### src/rtl/mbus_pkg.sv
`timescale 1ns/1ps
package mbus_pkg;
  localparam int KIND_W    = 2;
  localparam int NUM_LINES = 1 << KIND_W;

  localparam logic [KIND_W-1:0] KIND_RD = 2'd0;
  localparam logic [KIND_W-1:0] KIND_WR = 2'd1;
  localparam logic [KIND_W-1:0] KIND_V0 = 2'd2;
  localparam logic [KIND_W-1:0] KIND_V1 = 2'd3;

  typedef enum logic [2:0] {
    ST_IDLE,
    ST_ARB,
    ST_STRB,
    ST_REL,
    ST_DROP
  } phase_t;
endpackage

### src/rtl/mbus_ctrl.sv
`timescale 1ns/1ps
module mbus_ctrl
  import mbus_pkg::*;
(
  input  logic                       clk,
  input  logic                       rst,
  input  logic                       req_valid,
  input  logic                       bus_grant,
  input  logic                       fc_in,
  input  logic [KIND_W-1:0]          kind_q,
  output logic                       load,
  output logic                       capture,
  output logic                       bus_req,
  output logic                       drive,
  output logic                       busy,
  output logic                       done,
  output logic [NUM_LINES-1:0]       lines
);
  phase_t               phase;
  logic                 start_cyc;
  logic [NUM_LINES-1:0] line_nxt;

  assign load      = (phase == ST_IDLE) && req_valid && !bus_grant;
  assign start_cyc = (phase == ST_ARB) && bus_grant;
  assign capture   = (phase == ST_STRB) && fc_in;

  for (genvar i = 0; i < NUM_LINES; i++) begin : g_line
    assign line_nxt[i] = start_cyc ? (kind_q == KIND_W'(i))
                                   : (capture ? 1'b0 : lines[i]);
  end

  always_ff @(posedge clk) begin
    if (rst) begin
      phase   <= ST_IDLE;
      bus_req <= 1'b0;
      drive   <= 1'b0;
      busy    <= 1'b0;
      done    <= 1'b0;
      lines   <= '0;
    end else begin
      done  <= 1'b0;
      lines <= line_nxt;
      unique case (phase)
        ST_IDLE: if (load) begin
          phase   <= ST_ARB;
          bus_req <= 1'b1;
          busy    <= 1'b1;
        end
        ST_ARB: if (bus_grant) begin
          phase <= ST_STRB;
          drive <= 1'b1;
        end
        ST_STRB: if (fc_in) phase <= ST_REL;
        ST_REL: if (!fc_in) begin
          phase   <= ST_DROP;
          bus_req <= 1'b0;
          drive   <= 1'b0;
          done    <= 1'b1;
        end
        ST_DROP: if (!bus_grant) begin
          phase <= ST_IDLE;
          busy  <= 1'b0;
        end
        default: phase <= ST_IDLE;
      endcase
    end
  end


  one_line_chk: assert property (@(posedge clk) disable iff (rst)
    $onehot0(lines));


  line_needs_req_chk: assert property (@(posedge clk) disable iff (rst)
    (lines != '0) |-> bus_req);


  line_after_grant_chk: assert property (@(posedge clk) disable iff (rst)
    $rose(lines != '0) |-> $past(bus_grant));


  line_hold_chk: assert property (@(posedge clk) disable iff (rst)
    ((lines != '0) && !fc_in) |=> $stable(lines));


  done_single_chk: assert property (@(posedge clk) disable iff (rst)
    done |=> !done);


  done_req_low_chk: assert property (@(posedge clk) disable iff (rst)
    done |-> (!bus_req && $past(bus_req)));


  fresh_req_chk: assert property (@(posedge clk) disable iff (rst)
    $rose(bus_req) |-> !$past(bus_grant));
endmodule

### src/rtl/mbus_datapath.sv
`timescale 1ns/1ps
module mbus_datapath
  import mbus_pkg::*;
#(
  parameter int AW = 16,
  parameter int DW = 8
) (
  input  logic              clk,
  input  logic              rst,
  input  logic              load,
  input  logic              capture,
  input  logic              drive,
  input  logic              wr_line,
  input  logic [KIND_W-1:0] req_kind,
  input  logic [AW-1:0]     req_addr,
  input  logic [DW-1:0]     req_wdata,
  input  logic [DW-1:0]     dbus_in,
  output logic [KIND_W-1:0] kind_q,
  output logic [AW-1:0]     abus,
  output logic [DW-1:0]     dbus_out,
  output logic              dbus_oe,
  output logic [DW-1:0]     rdata
);
  logic [AW-1:0] addr_q;
  logic [DW-1:0] data_q;

  always_ff @(posedge clk) begin
    if (rst) begin
      addr_q <= '0;
      data_q <= '0;
      kind_q <= KIND_RD;
    end else if (load) begin
      addr_q <= req_addr;
      data_q <= req_wdata;
      kind_q <= req_kind;
    end else if (capture && (kind_q != KIND_WR)) begin
      data_q <= dbus_in;
    end
  end

  assign abus     = drive ? addr_q : '0;
  assign dbus_oe  = wr_line;
  assign dbus_out = wr_line ? data_q : '0;
  assign rdata    = data_q;


  capture_chk: assert property (@(posedge clk) disable iff (rst)
    (capture && (kind_q != KIND_WR)) |=> (rdata == $past(dbus_in)));


  addr_hold_chk: assert property (@(posedge clk) disable iff (rst)
    (drive && !load) |=> (!drive || $stable(abus)));
endmodule

### src/rtl/mbus_master.sv
`timescale 1ns/1ps
module mbus_master
  import mbus_pkg::*;
#(
  parameter int AW = 16,
  parameter int DW = 8
) (
  input  logic              clk,
  input  logic              rst,
  input  logic              req_valid,
  input  logic [KIND_W-1:0] req_kind,
  input  logic [AW-1:0]     req_addr,
  input  logic [DW-1:0]     req_wdata,
  output logic              busy,
  output logic              done,
  output logic [DW-1:0]     rdata,
  output logic              bus_req,
  input  logic              bus_grant,
  output logic [AW-1:0]     abus,
  output logic [DW-1:0]     dbus_out,
  output logic              dbus_oe,
  input  logic [DW-1:0]     dbus_in,
  output logic              rd_strb,
  output logic              wr_strb,
  output logic              vack0,
  output logic              vack1,
  input  logic              fc_in
);
  logic                 load, capture, drive;
  logic [KIND_W-1:0]    kind_q;
  logic [NUM_LINES-1:0] lines;

  mbus_ctrl u_ctrl (
    .clk       (clk),
    .rst       (rst),
    .req_valid (req_valid),
    .bus_grant (bus_grant),
    .fc_in     (fc_in),
    .kind_q    (kind_q),
    .load      (load),
    .capture   (capture),
    .bus_req   (bus_req),
    .drive     (drive),
    .busy      (busy),
    .done      (done),
    .lines     (lines)
  );

  mbus_datapath #(.AW(AW), .DW(DW)) u_dp (
    .clk       (clk),
    .rst       (rst),
    .load      (load),
    .capture   (capture),
    .drive     (drive),
    .wr_line   (lines[KIND_WR]),
    .req_kind  (req_kind),
    .req_addr  (req_addr),
    .req_wdata (req_wdata),
    .dbus_in   (dbus_in),
    .kind_q    (kind_q),
    .abus      (abus),
    .dbus_out  (dbus_out),
    .dbus_oe   (dbus_oe),
    .rdata     (rdata)
  );

  assign rd_strb = lines[KIND_RD];
  assign wr_strb = lines[KIND_WR];
  assign vack0   = lines[KIND_V0];
  assign vack1   = lines[KIND_V1];
endmodule

### config.mk
export PLATFORM = sky130hd
export DESIGN_NAME = mbus_master
export DESIGN_NICKNAME = d
export VERILOG_FILES = /design/src/rtl/mbus_pkg.sv /design/src/rtl/mbus_ctrl.sv /design/src/rtl/mbus_datapath.sv /design/src/rtl/mbus_master.sv
export SDC_FILE = /design/constraint.sdc
export NUM_CORES = 1
export LEC_CHECK = 0
export BUFFER_PORTS_ARGS = -buffer_cell sky130_fd_sc_hd__buf_2
export CORE_ASPECT_RATIO = 1.4
export CORE_MARGIN = 4
export CORE_UTILIZATION = 45
export DETAILED_ROUTE_END_ITERATION = 8
export HOLD_SLACK_MARGIN = 0.02
export PLACE_DENSITY = 0.76
export SYNTH_ARGS = -nofsm -noshare
export SYNTH_HDL_FRONTEND = slang
export SYNTH_SLANG_ARGS = --single-unit
### constraint.sdc
create_clock -name clk -period 4.5 [get_ports clk]
set_clock_uncertainty 0.05 [all_clocks]
set_input_delay 1.125 -clock clk [delete_from_list [all_inputs] [get_ports clk]]
set_output_delay 1.125 -clock clk [all_outputs]
set_load 0.02 [all_outputs]
### Word-level counts from Yosys, hierarchy flattened

Index checks and enable logic that the tools add are counted.

* equal/unequal tests: 13
* muxes and demuxes: 23
* bitwise gates (word level): 1
* reductions and logical operators: 18

Operators with widths (number)
* 2-to-1 mux 8 bit: 3
* 2-to-1 mux 16 bit: 1
* 2-to-1 mux 3 bit: 5
* case mux 3 bit (5 select lines): 1
* 2-to-1 mux 1 bit: 10
* inequality test 2 bit, second input constant: 5
* nonzero test 2 bit: 5
* AND reduction 3 bit: 3
* == test 3 x 2 -> 1 bit, second input constant: 2
* case mux 1 bit (2 select lines): 3
* logical AND 1 bit: 5
* AND reduction 5 bit: 1
* == test 2 bit, second input constant: 2
* == test 3 x 1 -> 1 bit, second input constant: 1
* == test 3 bit, second input constant: 1
* logical NOT 3 bit: 1
* == test 2 x 1 -> 1 bit, second input constant: 1
* logical NOT 2 bit: 1
* inequality test 2 x 1 -> 1 bit, second input constant: 1
* OR reduction 2 bit: 1
* logical NOT 1 bit: 1
* inverter 1 bit: 1

* register bits: 37
* bits of input ports: 39
* output and inout port bits: 40
* word-level logic and storage cells: 64

### Longest topological paths before layout

Gate-level depths: netlist of run 1.

* depth after elaboration: 5
* depth in mapped cells: 6
* gate-level depth less buffers: 3

### Cells and area by module

A second synthesis of run 1 with hierarchy kept.

* cells, all modules: 170
* area, all modules: 1720.4 µm²

Modules (own cells, without submodules)
* mbus_datapath: times used 1, cells an instance 123, area each 1256.2 µm², seq. area each 520.5 µm²
* mbus_ctrl: times used 1, cells an instance 47, area each 464.2 µm², seq. area each 220.2 µm²

### Least setup slack after synthesis of run 1

Ideal clock, no wire load.

* kind: input -> register
* start: input port bus_grant
* end: register u_dp.addr_q[0]
* library setup time: 0.132 ns
* data arrival time: 2.121 ns
* data required time: 4.318 ns
* setup slack: 2.197 ns
* stages: 6
* buffers on the path: 3
* cell sequence: buf_2 > or4_4 > buf_6 > buf_6 > o21ai_2 > a21oi_1

* longest elaborated chain between the ends: 2

RTL lines
* from (decl): RTL line mbus_master.sv:18 `input logic bus_grant,`
* logical NOT 1 bit: RTL line mbus_ctrl.sv:23 `assign load = (phase == ST_IDLE) && req_valid && !bus_grant;`
* logical AND 1 bit: RTL line mbus_ctrl.sv:23
* to (signal assigned): RTL line mbus_datapath.sv:33 `addr_q <= req_addr;`
* to (decl): RTL line mbus_datapath.sv:24 `logic [AW-1:0] addr_q;`

Every way passes these cells.
A chain may end at the register's enable or synchronous reset.

### Final worst setup path of run 1

* start: input port req_valid
* end: register u_dp.data_q[3], in the netlist u_dp.rdata[3]

* longest elaborated chain between the ends: 3
* elaborated cells on any way between the ends: 4
* classes of those cells: mux: 1; reduce/logical: 3

RTL lines
* from (decl): RTL line mbus_master.sv:10 `input logic req_valid,`
* logical AND 1 bit * (2 in series): RTL line mbus_ctrl.sv:23
* 2-to-1 mux 8 bit or nonzero test 2 bit (tied branches)
* to (signal assigned): RTL line mbus_datapath.sv:34 `data_q <= req_wdata;`
* to (signal assigned): RTL line mbus_datapath.sv:37 `data_q <= dbus_in;`
* to (decl): RTL line mbus_datapath.sv:25 `logic [DW-1:0] data_q;`

Mark *: on every way between the ends. The rest lies on a longest branch, timed or not.

==> results.sh, run 1 <==
export IMPL_outcome="completed"
export IMPL_min_to="u_dp.addr_q[14]$_SDFFE_PP0P_"
export IMPL_final_cell_area_um2=2260
export IMPL_rr_worst_depth=3
export IMPL_powerDensity_nw_per_um2=331
export IMPL_place_congestion=0.759
export IMPL_antenna_left=0
export IMPL_drc=0
export IMPL_hpwl_mm=3.20
export IMPL_post_cts_resized=0
export IMPL_cts_root_buf="clkbuf_8"
export IMPL_yosys_area_top_type="dfxtp_1"
export IMPL_start_kind="input port"
export IMPL_relSlewSlack=0.343
export IMPL_chipHeight_um=83.2
export IMPL_drt_iter0_markers=56
export IMPL_ys_warn_count=0
export IMPL_seq_area_frac_synth=0.407
export IMPL_nets=317
export IMPL_htreeDepth=2
export IMPL_synthTopCellsByArea="dfxtp_1, and2_1, a21oi_1, nand3_1, a311oi_1"
export IMPL_fmax_ghz=0.408
export IMPL_ys_flop_type="dfxtp_1"
export IMPL_rsz0062_at_grt="no"
export IMPL_cts_sinks=37
export IMPL_cp_top_family="buffers and inverters"
export IMPL_ioPinCount=79
export IMPL_whs_ps=407
export IMPL_synth_cells=215
export IMPL_critPathRequiredTime_ps=4650
export IMPL_slowest_stage="inv_1"
export IMPL_drt_pass1_iter_count=4
export IMPL_slew_viol_final=0
export IMPL_hold_depth=2
export IMPL_grt_max_degree=39
export IMPL_antenna_cells=0
export IMPL_maxCapViolCount=0
export IMPL_peakVddDrop_mv=0.243
export IMPL_ys_async_sr_fraction=0
export IMPL_io_buffers=78
export IMPL_antenna_found_initial=0
export IMPL_viasPerCell=5.74
export IMPL_synth_cell_types=34
export IMPL_synth_top_area_frac=0.407
export IMPL_area_growth_pct=24.5
export IMPL_path_cells="buf_2 > inv_1 > nor3_1 > a311oi_1"
export IMPL_cts_setup_buffers=0
export IMPL_ys_top_cells_by_count="dfxtp_1, and2_1, a21oi_1"
export IMPL_tightest_slew_ps=985
export IMPL_core_area_um2=3920
export IMPL_die_area_um2=5140
export IMPL_clk_latency_ps=290
export IMPL_synth_seq_cells=37
export IMPL_first_global_vias=1710
export IMPL_grt_ovfl_total=0
export IMPL_worstReg2RegStart="u_ctrl.phase[2]$_SDFFE_PP0P_"
export IMPL_cts_max_path_buffers=2
export IMPL_grt_pass1_wl_mm=7.53
export IMPL_path_max_fanout=26
export IMPL_die_x_um=61.7
export IMPL_leakage_uw=0.000949
export IMPL_setup_worst_path_class="in2reg"
export IMPL_path_clk_slew_ps=70
export IMPL_rows=27
export IMPL_vias=1848
export IMPL_cp_data_arrival_time_ps=2600
export IMPL_total_power_uw=750
export IMPL_post_drt_wl_per_cell_um=14.8
export IMPL_fin_tns_setup_ps=0
export IMPL_grt_usage=0.187
export IMPL_report_final_hold_viol_count=0
export IMPL_synth_area_um2=1820
export IMPL_cts_tree="built"
export IMPL_min_period_ps=2450
export IMPL_hold_path_class="reg2reg"
export IMPL_setup_violations=0
export IMPL_cp_slowest_stage_delay_ps=770
export IMPL_cp_end_kind="register"
export IMPL_r2r_setup_slack_ps=2650
export IMPL_avgSynthCellArea_um2=8.46
export IMPL_placed_cell_area_um2=2150
export IMPL_hold_buffers=0
export IMPL_start_util=0.464
export IMPL_period_share=0.545
export IMPL_wirelength_mm=4.76
export IMPL_yosysMostFrequentCell="dfxtp_1"
export IMPL_drive_gt1_frac=0.358
export IMPL_synth_edf_count=0
export IMPL_path_buf_inv=2
export IMPL_synth_nets=254
export IMPL_cts_buffers=5
export IMPL_reg2reg_to="u_dp.rdata[3]$_SDFFE_PP0P_"
export IMPL_hold_start="u_dp.addr_q[14]$_SDFFE_PP0P_"
-- state kept, by name (all words and copies together), names as in the netlist --
signal          cells
u_dp.rdata          8
u_ctrl.drive        1
u_dp.addr_q        16
u_ctrl.lines        4
u_ctrl.busy         1
u_ctrl.done         1
u_ctrl.bus_req      1
u_ctrl.phase        3
u_dp.kind_q         2
-- worst min-delay path: cells and delay by family (launching register included) --
family / cells / cell delay, ps
flops: 1 / 320
compound gates: 2 / 100
-- cell type report --
type | instances | area [µm²]
inverter | 7 | 26.3
clock inverter | 3 | 46.3
sequential | 37 | 741
timing repair buffer | 79 | 398
tap | 43 | 53.8
multi-input combinational | 148 | 930
fill | 395 | 1660
clock buffer | 5 | 68.8
-- stage by stage --
step | worst slack [ps] | instances | utilization
floorplan | 2200 | 215 | -
global placement | 1810 | 314 | 0.548
detailed placement | 1760 | 314 | 0.548
CTS | 2020 | 322 | 0.578
global route | 1890 | 322 | 0.578
finish | 2050 | 322 | 0.578
-- cells by family (layout without fill, tap and decap cells) --
family                 count (synthesis)  in the layout  synth area share
AO/OA/AOI/OAI                         67             67             0.240
AND/OR/NAND/NOR                       81             81             0.268
buffers and inverters                 30             94            0.0846
flip-flops                            37             37             0.407
-- per-layer routing --
metal  global-route usage  routed length, µm  share of wire
met5                    0                  0              0
met3               0.0420                377          0.079
met2                0.302               2410           0.51
met1                0.231               1890           0.40
met4               0.0753                 80          0.017
-- worst max path at each step --
stage                                        to  depth (start not counted)                       from
detailed placement   u_dp.rdata[0]$_SDFFE_PP0P_                          4                  req_valid
global placement     u_dp.rdata[0]$_SDFFE_PP0P_                          4                  req_valid
CTS                                     abus[0]                          2  u_ctrl.drive$_SDFFE_PP0P_
finish               u_dp.rdata[3]$_SDFFE_PP0P_                          4                  req_valid
global route         u_dp.rdata[2]$_SDFFE_PP0P_                          4                  req_valid
floorplan           u_dp.addr_q[0]$_SDFFE_PP0P_                          6                  bus_grant
-- cell usage in the layout (no fill, tap or decap), drive strengths merged, types with 2 or more instances in the layout --
master / n
clkbuf: 5
a21oi: 22
o21ai: 21
and2: 24
clkinv: 2
nand2b: 3
dfxtp: 37
a311oi: 8
nand3b: 2
inv: 6
nand4: 10
nor3b: 3
nand2: 3
nand3: 19
a211oi: 3
nor2: 2
buf: 79
o31ai: 8
o32ai: 3
nor3: 10
-- power breakdown --
| group | total, µW | internal [µW] | switching, µW |
|---|---|---|---|
| Combinational | 104 | 39.6 | 64.0 |
| Sequential | 359 | 345 | 14.9 |
| Clock | 287 | 166 | 121 |
(Power assumes the default switching activity.)
==> run 2, diff against run 1 <==
ABC_AREA = 1   (was not set)
CORE_UTILIZATION = 41   (was 45)
PLACE_DENSITY = 0.75   (was 0.76)
clock period = 2 ns   (was 4.5 ns; I/O delays follow)
==> run 2 against run 1 <==
Effect of this change:
- worst setup slack lost 1900 ps
- via count shrank 7.9%
- clock-buffer cell count grew 2
- largest cell class unchanged
==> results.sh, run 2 <==
export IMPL_outcome="completed"
export IMPL_final_fill_count=445
export IMPL_vias=1702
export IMPL_tightest_slew_ps=656
export IMPL_ioPinCount=79
export IMPL_avgSynthCellArea_um2=6.67
export IMPL_swShare=0.327
export IMPL_cts_buffers=5
export IMPL_cts_root_buf="clkbuf_8"
export IMPL_place_congestion=0.785
export IMPL_register_area_um2=741
export IMPL_cp_startpoint="u_ctrl.drive$_SDFFE_PP0P_"
export IMPL_die_area_um2=5240
export IMPL_cp_top_family="flip-flops"
export IMPL_clkPwrFrac=0.268
export IMPL_ys_top_cells_by_count="nand2_1, nor2_1, dfxtp_1"
export IMPL_fin_tns_setup_ps=0
export IMPL_cts_max_path_buffers=2
export IMPL_hpwl_mm=3.04
export IMPL_cts_sinks=37
export IMPL_ys_warn_count=0
export IMPL_grt_pass1_wl_mm=6.89
export IMPL_rsz0062_at_grt="no"
export IMPL_synth_edf_count=0
export IMPL_hold_path_class="in2reg"
export IMPL_path_cells="nand2_1 > inv_1 > buf_2"
export IMPL_internal_power_uw=1240
export IMPL_peakVddDrop_mv=0.599
export IMPL_yosysMostFrequentCell="nand2_1"
export IMPL_r2r_setup_slack_ps=520
export IMPL_synth_nets=293
export IMPL_grt_usage=0.157
export IMPL_post_cts_resized=0
export IMPL_hold_buffers=0
export IMPL_ys_flop_type="dfxtp_1"
export IMPL_period_share=0.920
export IMPL_fmax_ghz=0.543
export IMPL_top_register="u_dp.addr_q"
export IMPL_critPathRequiredTime_ps=1450
export IMPL_antenna_found_initial=0
export IMPL_grt_ovfl_total=0
export IMPL_drt_pass1_iter_count=4
export IMPL_largest_register_ffs=16
export IMPL_final_cell_mix="buf_2, nand2_1, nor2_1"
export IMPL_drive_gt1_frac=0.283
export IMPL_slew_viol_final=0
export IMPL_relSlewSlack=0.562
export IMPL_yosys_area_top_type="dfxtp_1"
export IMPL_setup_violations=0
export IMPL_drc=0
export IMPL_p_comb_frac=0.238
export IMPL_leakage_uw=0.00129
export IMPL_chipHeight_um=84.1
export IMPL_cts_setup_buffers=0
export IMPL_start_kind="register"
export IMPL_nets=367
export IMPL_ys_async_sr_fraction=0
export IMPL_dp_slack_ps=291
export IMPL_grt_max_degree=29
export IMPL_area_growth_pct=27.2
export IMPL_wirelength_mm=4.00
export IMPL_core_area_um2=3950
export IMPL_rr_worst_depth=6
export IMPL_first_global_vias=1647
export IMPL_post_drt_wl_per_cell_um=10.8
export IMPL_total_power_uw=1840
export IMPL_min_period_ps=1840
export IMPL_io_buffers=78
export IMPL_crit_end="abus[14]"
export IMPL_start_util=0.429
export IMPL_multi_input_area_um2=746
export IMPL_synth_seq_cells=37
export IMPL_slowest_stage="dfxtp_1"
export IMPL_synth_cells=254
export IMPL_viasPerCell=4.58
export IMPL_antenna_left=0
export IMPL_synthTopCellsByArea="dfxtp_1, nand2_1, nor2_1, inv_1, o21ai_0"
export IMPL_path_max_fanout=17
export IMPL_whs_ps=409
export IMPL_path_buf_inv=2
export IMPL_synth_area_um2=1700
export IMPL_clk_latency_ps=280
export IMPL_rows=27
export IMPL_setup_worst_path_class="reg2out"
export IMPL_synth_top_area_frac=0.437
export IMPL_cts_tree="built"
export IMPL_seqPwrFrac=0.494
export IMPL_reg2reg_to="u_dp.rdata[5]$_SDFFE_PP0P_"
export IMPL_worst_slack_ps=159
export IMPL_final_common_cell="buf_2"
export IMPL_cp_slowest_stage_delay_ps=670
export IMPL_synth_cell_types=21
export IMPL_report_final_hold_viol_count=0
export IMPL_powerDensity_nw_per_um2=852
export IMPL_die_x_um=62.3
export IMPL_cp_data_arrival_time_ps=1290
export IMPL_seq_area_frac_synth=0.437
export IMPL_htreeDepth=2
export IMPL_worstReg2RegStart="u_ctrl.phase[1]$_SDFFE_PP0P_"
export IMPL_path_depth=3
export IMPL_maxCapViolCount=0
export IMPL_cp_end_kind="output pin"
export IMPL_drt_iter0_markers=54
export IMPL_antenna_cells=0
export IMPL_path_clk_slew_ps=70
export IMPL_p_switching_uw=601
==> run 2: stage by stage <==
step | std cells | util | area, µm²
floorplan | 254 | - | 1700
global placement | 364 | 0.524 | 2070
detailed placement | 364 | 0.524 | 2070
CTS | 372 | 0.545 | 2160
global route | 372 | 0.545 | 2160
finish | 372 | 0.545 | 2160
==> run 2: cells by family after synthesis <==
logic type	after synthesis	share of synthesized area
flops	37	0.437
simple gates	131	0.321
buf+inv	47	0.123
compound gates	39	0.119
==> run 2: layer usage <==
| metal | track usage | share of wire | wire (µm) | vias to the layer above |
|---|---|---|---|---|
| li1 | - | - | - | 924 |
| met5 | 0 | 0 | 0 | - |
| met3 | 0.0404 | 0.072 | 288 | 2 |
| met1 | 0.172 | 0.41 | 1630 | 723 |
| met2 | 0.288 | 0.51 | 2060 | 53 |
| met4 | 0.0521 | 0.0065 | 26 | 0 |
==> run 2: cell type report <==
class,instances,share of cell area
sequential,37,0.344
timing repair buffer,79,0.185
multi-input combinational,170,0.346
inverter,35,0.0621
clock buffer,7,0.0354
clock inverter,1,0.00348
tap,43,0.0250
==> run 2: worst min-delay path by stage <==
stage,slack (ps),depth (start not counted),from,endpoint
after floorplan,400,2,u_dp.addr_q[13]$_SDFFE_PP0P_,u_dp.addr_q[13]$_SDFFE_PP0P_
after global placement,400,2,u_ctrl.lines[2]$_SDFFE_PP0P_,u_ctrl.lines[2]$_SDFFE_PP0P_
after detailed placement,400,2,u_ctrl.lines[0]$_SDFFE_PP0P_,u_ctrl.lines[0]$_SDFFE_PP0P_
after CTS,400,3,req_addr[14],u_dp.addr_q[14]$_SDFFE_PP0P_
after global routing,400,3,req_addr[4],u_dp.addr_q[4]$_SDFFE_PP0P_
final,410,3,req_addr[14],u_dp.addr_q[14]$_SDFFE_PP0P_
==> run 2: power by group through the flow <==
stage,logic (µW),clock network (µW),registers (µW)
floorplan,297,0,941
global placement,433,0,922
detailed placement,442,0,924
CTS,443,509,908
global route,502,540,921
finish,437,493,907
==> run 2: worst reg2reg max path, stage by stage (launching register included) <==
cell and delay (ps):
dfxtp_1 380, nor2_4 190, nand4_4 180, nand2_1 270
inv_2 130, nor2_1 130, nor2_1 50
